### config.mk
export PLATFORM = sky130hd
export DESIGN_NAME = stage_ring_seq
export DESIGN_NICKNAME = d
export VERILOG_FILES = /design/src/rtl/srs_pkg.sv /design/src/rtl/srs_slot.sv /design/src/rtl/srs_squash_mask.sv /design/src/rtl/stage_ring_seq.sv
export SDC_FILE = /design/constraint.sdc
export NUM_CORES = 1
export LEC_CHECK = 0
export ABC_AREA = 1
export BUFFER_PORTS_ARGS = -buffer_cell sky130_fd_sc_hd__buf_2
export CAP_MARGIN = 0
export CELL_PAD_IN_SITES_DETAIL_PLACEMENT = 1
export CELL_PAD_IN_SITES_GLOBAL_PLACEMENT = 1
export CORE_MARGIN = 1
export CORE_UTILIZATION = 41
export DETAILED_ROUTE_END_ITERATION = 10
export PLACE_DENSITY_LB_ADDON = 0.12
export SLEW_MARGIN = 20
export SYNTH_ARGS = -nofsm -noshare
export SYNTH_HDL_FRONTEND = slang
export SYNTH_HIERARCHICAL = 1
export SYNTH_SLANG_ARGS = --single-unit
export TNS_END_PERCENT = 100
### constraint.sdc
create_clock -name clk -period 6.2 [get_ports clk]
set_clock_uncertainty 0.2 [all_clocks]
set_input_delay 0.31 -clock clk [delete_from_list [all_inputs] [get_ports clk]]
set_output_delay 0.31 -clock clk [all_outputs]
set_load 0.02 [all_outputs]
### src/rtl/srs_pkg.sv
package srs_pkg;

   typedef enum logic [1:0] {
      SLOT_FREE = 2'd0,
      SLOT_RUN  = 2'd1,
      SLOT_FIN  = 2'd2
   } slot_state_e;

endpackage

### src/rtl/srs_slot.sv
module srs_slot
   import srs_pkg::*;
(
   input  logic clk,
   input  logic rst_n,
   input  logic take_i,
   input  logic retire_i,
   input  logic squash_i,
   input  logic finish_i,
   output logic valid_o,
   output logic busy_o,
   output logic fin_o
);

   slot_state_e st_q;

   always_ff @(posedge clk) begin
      if (!rst_n) begin
         st_q <= SLOT_FREE;
      end else if (take_i) begin
         st_q <= SLOT_RUN;
      end else if (retire_i || squash_i) begin
         st_q <= SLOT_FREE;
      end else if (finish_i && st_q == SLOT_RUN) begin
         st_q <= SLOT_FIN;
      end
   end

   assign valid_o = (st_q != SLOT_FREE);
   assign busy_o  = (st_q == SLOT_RUN);
   assign fin_o   = (st_q == SLOT_FIN);

endmodule

### src/rtl/srs_squash_mask.sv
module srs_squash_mask #(
   parameter int NSTG = 4,
   localparam int IDXW = $clog2(NSTG)
) (
   input  logic [IDXW-1:0] head_i,
   input  logic [IDXW-1:0] mark_i,
   input  logic            enable_i,
   input  logic [NSTG-1:0] valid_i,
   output logic [NSTG-1:0] kill_o
);

   logic [IDXW-1:0] limit;
   assign limit = mark_i - head_i;

   for (genvar i = 0; i < NSTG; i++) begin : g_slot
      localparam logic [IDXW-1:0] SLOT = IDXW'(i);
      logic [IDXW-1:0] age;
      assign age       = SLOT - head_i;
      assign kill_o[i] = enable_i && valid_i[i] && (age > limit);
   end

endmodule

### src/rtl/stage_ring_seq.sv
module stage_ring_seq #(
   parameter int NSTG = 4,
   localparam int IDXW = $clog2(NSTG)
) (
   input  logic            clk,
   input  logic            rst_n,
   input  logic            alloc_req,
   output logic            alloc_rdy,
   output logic [IDXW-1:0] alloc_idx,
   input  logic [NSTG-1:0] stage_done,
   input  logic            mp_valid,
   input  logic [IDXW-1:0] mp_stage,
   output logic [NSTG-1:0] stage_valid,
   output logic [NSTG-1:0] stage_busy,
   output logic [NSTG-1:0] commit_strb,
   output logic [NSTG-1:0] kill_mask
);

   localparam int CW = IDXW + 1;
   localparam logic [CW-1:0] FULL_CNT = CW'(NSTG);

   if (NSTG < 2 || (NSTG & (NSTG - 1)) != 0) begin : g_bad_cfg
      $error("stage_ring_seq: NSTG must be a power of two of at least 2");
   end

   logic [IDXW-1:0] head_q, tail_q;
   logic [CW-1:0]   cnt_q;
   logic [NSTG-1:0] fin;
   logic [NSTG-1:0] kill;
   logic            retire_go, squash_go, take_go;
   logic [IDXW-1:0] span;

   assign retire_go = fin[head_q];
   assign squash_go = mp_valid && stage_valid[mp_stage];
   assign alloc_rdy = (cnt_q != FULL_CNT) && !squash_go;
   assign take_go   = alloc_req && alloc_rdy;
   assign alloc_idx = tail_q;
   assign span      = mp_stage - head_q;

   srs_squash_mask #(.NSTG(NSTG)) u_squash (
      .head_i   (head_q),
      .mark_i   (mp_stage),
      .enable_i (squash_go),
      .valid_i  (stage_valid),
      .kill_o   (kill)
   );

   for (genvar i = 0; i < NSTG; i++) begin : g_stage
      localparam logic [IDXW-1:0] SLOT = IDXW'(i);
      srs_slot u_slot (
         .clk      (clk),
         .rst_n    (rst_n),
         .take_i   (take_go && tail_q == SLOT),
         .retire_i (retire_go && head_q == SLOT),
         .squash_i (kill[i]),
         .finish_i (stage_done[i]),
         .valid_o  (stage_valid[i]),
         .busy_o   (stage_busy[i]),
         .fin_o    (fin[i])
      );
   end

   always_ff @(posedge clk) begin
      if (!rst_n) begin
         head_q      <= '0;
         tail_q      <= '0;
         cnt_q       <= '0;
         commit_strb <= '0;
         kill_mask   <= '0;
      end else begin
         head_q      <= head_q + IDXW'(retire_go);
         commit_strb <= retire_go ? (NSTG'(1) << head_q) : '0;
         kill_mask   <= kill;
         if (squash_go) begin
            tail_q <= mp_stage + 1'b1;
            cnt_q  <= {1'b0, span} + CW'(1) - CW'(retire_go);
         end else begin
            tail_q <= tail_q + IDXW'(take_go);
            cnt_q  <= cnt_q + CW'(take_go) - CW'(retire_go);
         end
      end
   end

endmodule

Yosys cells after proc, flatten, opt, wreduce, memory -nomap -nowiden
Index checks and enable logic that the tools add are counted.
{"block": "op_classes", "n_addsub": 12, "multipliers": 0, "div": 0, "n_lt_le_gt_ge": 6, "eq_ne": 15, "n_shift": 1, "muxes": 18, "bitwise": 1, "n_reduce_logical": 43}
{"op": "$logic_and 1x1->1", "count": 23}
{"op": "$eq 2x2->1 const B", "count": 8}
{"op": "$mux 1", "count": 14}
{"op": "$eq 2x1->1 const B", "count": 6}
{"op": "$reduce_bool 3->1", "count": 4}
{"op": "$reduce_or 3->1", "count": 4}
{"op": "$gt 2x2->1", "count": 4}
{"op": "$reduce_bool 2->1", "count": 4}
{"op": "$lt 2x3->1 const B", "count": 2}
{"op": "$sub 3x1->3", "count": 2}
{"op": "$add 2x1->2", "count": 2}
{"op": "$bmux 1 s2", "count": 2}
{"op": "$logic_not 2->1", "count": 2}
{"op": "$logic_or 1x1->1", "count": 4}
{"op": "$shl 1x2->4 const A", "count": 1}
{"op": "$sub 1x2->2 const A", "count": 2}
{"op": "$sub 2x2->2 const A", "count": 2}
{"op": "$add 2x1->3 const B", "count": 1}
{"op": "$add 3x1->3", "count": 1}
{"op": "$mux 3", "count": 1}
{"op": "$ne 3x3->1 const B", "count": 1}
{"op": "$add 2x1->2 const B", "count": 1}
{"op": "$mux 2", "count": 1}
{"op": "$reduce_and 2->1", "count": 1}
{"op": "other kinds (3)", "count": 3}
{"block": "word_totals", "reg_bits": 23, "latch_bits": 0, "ramBits": 0, "rom_bits": 0, "output_inout_bits": 19, "memories": 0}

Logic depth before layout (Yosys ltp)
{"block": "logic_depth", "ltp_word": 10, "depth_mapped": 16}

Cells and area by module
Netlist, hierarchy kept.
{"module": "stage_ring_seq", "instances": 1, "cells_per_inst": 131, "area_each_um2": 919.6}
{"module": "srs_slot", "instances": 4, "cells_per_inst": 15, "area_each_um2": 103.8}
{"module": "srs_squash_mask", "instances": 1, "cells_per_inst": 50, "area_each_um2": 250.2}

Worst setup path before layout
OpenSTA, ideal clock, no wires.
{"block": "synth_timing", "path_kind": "register to register", "from": "reg g_stage[3].u_slot.st_q[0]", "to": "reg cnt_q[2]", "setup_time_ns": 0.064, "t_arrival_ns": 2.183, "required_ns": 5.936, "slack_ns": 3.753, "path_stages_with_launch": 17, "path_buffers": 0, "period_less_slack_ns": 2.447, "cell_sequence": "dfxtp_1 inv_1 nand2_1 inv_1 nand2_1 nand3_2 nand2_4 nand2_4 nand3_4 ha_1 inv_1 ha_1 fa_1 nand3b_1 nand2_1 a21oi_1 nor2_1"}
{"block": "synth_via", "elab_chain_len": 10, "word_cells_on_any_way": 14, "cone_classes": "3 x add/sub; 1 x eq/ne; 5 x mux; 5 x reduce/logical"}
{"element": "start, declared", "line_no": "srs_slot.sv:15", "text": "slot_state_e st_q;"}
{"element": "start signal, assigned", "line_no": "srs_slot.sv:19", "text": "st_q <= SLOT_FREE;"}
{"element": "start signal, assigned", "line_no": "srs_slot.sv:21", "text": "st_q <= SLOT_RUN;"}
{"element": "start signal, assigned", "line_no": "srs_slot.sv:23", "text": "st_q <= SLOT_FREE;"}
{"element": "$reduce_bool 2->1 (*)", "line_no": "srs_slot.sv:29", "text": "assign valid_o = (st_q != SLOT_FREE);"}
{"element": "via stage_valid[3]", "line_no": "stage_ring_seq.sv:13", "text": "output logic [NSTG-1:0] stage_valid,"}
{"element": "$bmux 1 s2 (*)", "line_no": "stage_ring_seq.sv:34", "text": "assign squash_go = mp_valid && stage_valid[mp_stage];"}
{"element": "$mux 1 (implied by the code) (*)", "line_no": "stage_ring_seq.sv:34"}
{"element": "$logic_and 1x1->1 (*)", "line_no": "stage_ring_seq.sv:34"}
{"element": "$logic_not 1->1", "line_no": "stage_ring_seq.sv:35", "text": "assign alloc_rdy = (cnt_q != FULL_CNT) && !squash_go;"}
{"element": "$logic_and 1x1->1", "line_no": "stage_ring_seq.sv:35"}
{"element": "$logic_and 1x1->1", "line_no": "stage_ring_seq.sv:36", "text": "assign take_go = alloc_req && alloc_rdy;"}
{"element": "$add 3x1->3", "line_no": "stage_ring_seq.sv:79", "text": "cnt_q <= cnt_q + CW'(take_go) - CW'(retire_go);"}
{"element": "$sub 3x1->3", "line_no": "stage_ring_seq.sv:79"}
{"element": "$mux 3 (*)", "line_no": "stage_ring_seq.sv:74", "text": "if (squash_go) begin"}
{"element": "end signal, assigned", "line_no": "stage_ring_seq.sv:76", "text": "cnt_q <= {1'b0, span} + CW'(1) - CW'(retire_go);"}
{"element": "end signal, assigned", "line_no": "stage_ring_seq.sv:79"}
{"element": "end, declared", "line_no": "stage_ring_seq.sv:27", "text": "logic [CW-1:0] cnt_q;"}
The timed path passes the listed nets; every way through them passes the cells marked *. The select of a mux whose other input is x is not followed.
A chain may end at the register's enable or synchronous reset.

Final worst setup path
{"block": "layout_timing", "from": "reg head_q[0]", "to": "reg cnt_q[2]"}
{"block": "layout_via", "elab_chain_len": 4, "word_cells_on_any_way": 7, "cone_classes": "4 x add/sub; 3 x mux"}
{"element": "start, declared", "line_no": "stage_ring_seq.sv:26", "text": "logic [IDXW-1:0] head_q, tail_q;"}
{"element": "start signal, assigned", "line_no": "stage_ring_seq.sv:71", "text": "head_q <= head_q + IDXW'(retire_go);"}
{"element": "$sub 2x2->2 or $bmux 1 s2 (tied branches)", "line_no": "stage_ring_seq.sv:38, stage_ring_seq.sv:33"}
{"element": "$add 2x1->3 or $mux 1 (tied branches)", "line_no": "stage_ring_seq.sv:76, stage_ring_seq.sv:33"}
{"element": "$sub 3x1->3 (on tied branches)", "line_no": "stage_ring_seq.sv:76, stage_ring_seq.sv:79"}
{"element": "$mux 3 (*)", "line_no": "stage_ring_seq.sv:74"}
Every way passes the cells marked *; elsewhere a longest branch is shown, timed or not. The select of a mux whose other input is x is not followed.

==> impl_metrics.json <==
{
  "status": "finished, final reports clean",
  "htree_num_levels": 1,
  "slew_violations": 0,
  "overflow": 0,
  "gp_routability_congestion": 0.781,
  "cp-end-kind": "flop",
  "powerDensity_nw_per_um2": 244,
  "rr_endpoint": "cnt_q[2]$_SDFF_PN0_",
  "sw_frac_of_total_pct": 39.1,
  "fp.dieH_um": 64.2,
  "worst_pin_slew_ps": 429,
  "start_util_pct": 43.0,
  "tns_ps": 0,
  "seq_power_share_pct": 39.7,
  "postCtsSetupRepairBufs": 0,
  "num_antenna_cells": 0,
  "grt_max_degree": 21,
  "die_x_um": 64.2,
  "clock_latency_ps": 270,
  "syn_area_um2": 1590,
  "crit_path_cell_trace": "inv_1, nand2_1, nor2_1, nor2_1, nand2_1, ha_1, inv_1, ha_1, fa_1, nand3b_1, nand2_1, a21oi_1, nor2_1",
  "r2r-start": "head_q[0]$_SDFF_PN0_",
  "syn_avg_cell_area_um2": 6.58,
  "slew_headroom_pct": 71.4,
  "cp.required_ps": 6220,
  "cp_slowest_stage_delay_ps": 600,
  "power.switching_mw": 0.173,
  "drv_cap": 0,
  "fp-row-count": 22,
  "layout.nets": 295,
  "wire_per_inst_um": 11.7,
  "synth_cell_types": 24,
  "timing_hold_violations_final": 0,
  "setup-violations-final": 0,
  "path_class": "flop to flop",
  "vias": 1488,
  "p_clk_share_pct": 22.0,
  "syn_to_final_growth_pct": 14.7,
  "hold_slack_ps": 112,
  "p_leak_nw": 0.968,
  "synth_cells": 241,
  "hold_class": "input port to flop",
  "utilization_pct": 49.3,
  "cts-buffers-inserted": 3,
  "holdBufCountCts": 0,
  "min_to": "g_stage[3].u_slot/st_q[1]$_SDFFE_PP0P_",
  "track_usage_pct": 19.9,
  "hpwlAfterDp_um": 3020,
  "firstDrtPassIters": 4,
  "arrival_ps": 2680,
  "antenna_found_initial": 0,
  "multiInputGateArea_um2": 895,
  "combPwrFrac_pct": 38.3,
  "fin_area_um2": 1820,
  "cp_slowest_cell": "dfxtp_1",
  "ys_seq_area_share_pct": 29.0,
  "clk_pin_slew_ps": 100,
  "rrSetupSlack_ps": 3530,
  "r2r_cells": 13,
  "whs_path_depth": 3,
  "io_pins": 29,
  "clockRootBuffer": "clkbuf_8",
  "p_int_mw": 0.270,
  "ant_nets": 0,
  "fin_crit_sh_pct": 43.0,
  "via_per_inst": 4.65,
  "drt-initial-drc-count": 45,
  "rsz0062_at_grt": "false",
  "post_cts_resized": 0,
  "place_area_um2": 1770,
  "cp_max_fo": 12,
  "critical_path.startpoint_type": "flop",
  "portBuffers": 28,
  "regArea_um2": 460,
  "grt_pass1_wl_um": 6430,
  "worstHoldStart": "stage_done[3]",
  "clockBufferDepth": 2,
  "die-area_um2": 4120,
  "period_minus_slack_ps": 2670,
  "clock_sink_count": 23,
  "max_freq_ghz": 0.375,
  "synth_nets": 263,
  "drt-total-wl_um": 3740,
  "grt_pass1_vias": 1460,
  "final.fill_count": 516,
  "synth-seq-cells": 23,
  "synth_warnings": 6,
  "drive_above_1_share_pct": 23.9,
  "cts_tree": "done",
  "ir_drop_uv": 132,
  "drc": 0,
  "core_um2": 3690
}
how the worst max path moves through the flow:
| stage | from | endpoint | slack (ps) |
|---|---|---|---|
| floorplan | g_stage[3].u_slot/st_q[0]$_SDFFE_PN0P_ | cnt_q[2]$_SDFF_PN0_ | 3750 |
| global placement | head_q[1]$_SDFF_PN0_ | cnt_q[2]$_SDFF_PN0_ | 3610 |
| detailed placement | head_q[0]$_SDFF_PN0_ | cnt_q[2]$_SDFF_PN0_ | 3540 |
| CTS | head_q[1]$_SDFF_PN0_ | cnt_q[2]$_SDFF_PN0_ | 3510 |
| global route | head_q[0]$_SDFF_PN0_ | cnt_q[2]$_SDFF_PN0_ | 3260 |
| finish | head_q[0]$_SDFF_PN0_ | cnt_q[2]$_SDFF_PN0_ | 3530 |
cells in the mapped netlist:
master    number  share of area (%)
a21oi_2        4                2.2
nand3_4        1                1.1
nor3_1         1               0.32
o21bai_1       1               0.47
nand2_4        2                1.4
inv_2          8                1.9
nand3_1       14                4.4
inv_1         48                 11
nor2_1        32                7.6
o21ai_1        1               0.32
clkbuf_8       1               0.87
nand3b_1       2               0.95
dfxtp_1       23                 29
ha_1          11                8.7
nor2_2         7                2.8
inv_4          1               0.39
nand2_2        4                1.6
nand2_1       59                 14
nand3_2        6                3.8
a21oi_1        8                2.5
fa_1           1                1.3
o21ai_0        1               0.32
xnor2_1        3                1.7
xor2_1         2                1.1
placed cells by master (no fill, tap or decap), types with 3 or more instances in the layout:
cell type	count
dfxtp_1	23
nand2_2	4
xnor2_1	3
nor2_2	7
a21oi_2	4
nor2_1	32
nand2_1	59
inv_1	48
buf_2	28
clkbuf_8	3
nand3_2	6
nand3_1	14
a21oi_1	8
inv_2	8
ha_1	11
state kept, by name, indices dropped and copies added, names as in the netlist:
signal / count
g_stage.u_slot/st_q: 8
cnt_q: 3
head_q: 2
kill_mask: 4
commit_strb: 4
alloc_idx: 2
power by group through the flow:
stage	registers [mW]	logic [mW]	clock network (mW)
3_5_place_dp	0.179	0.172	0
4_1_cts	0.176	0.173	0.102
6_report	0.176	0.170	0.0977
3_3_place_gp	0.179	0.167	0
5_1_grt	0.178	0.195	0.107
2_1_floorplan	0.181	0.126	0
layout make-up:
| cell class | count | area share (%) |
|---|---|---|
| clock buffer | 3 | 2.27 |
| multi-input combinational | 160 | 49.2 |
| clock inverter | 1 | 0.275 |
| timing repair buffer | 28 | 7.71 |
| inverter | 57 | 11.9 |
| sequential | 23 | 25.3 |
| tap | 48 | 3.30 |
cells by family after synthesis:
group                    after synthesis  synth area share, %
flip-flops                            23                 29.0
AO/OA/AOI/OAI                         15                 5.84
buffers and inverters                 58                 14.5
adder cells (fa/ha/maj)               12                 9.94
AND/OR/NAND/NOR                      128                 37.9
XOR/XNOR                               5                 2.76
layer usage:
layer | wire length (µm) | GRT usage [%]
met1 | 1770 | 25.1
met2 | 1860 | 36.2
met3 | 86 | 2.86
met4 | 17 | 3.33
met5 | 0 | 0
critical path: cells and delay by family, from the launching register on:
kind	cells	cell delay [ps]
simple gates	7	760
compound gates	1	40
buf+inv	2	150
fa+ha+maj	3	880
flops	1	600
stage by stage:
| step | total power [mW] | setup WS [ps] | cells |
|---|---|---|---|
| 6_report | 0.443 | 3530 | 320 |
| 5_1_grt | 0.480 | 3260 | 320 |
| 4_1_cts | 0.451 | 3510 | 320 |
| 3_5_place_dp | 0.351 | 3540 | 316 |
| 3_3_place_gp | 0.346 | 3610 | 316 |
| 2_1_floorplan | 0.306 | 3750 | 241 |
Power figures use the tool's default switching activity.
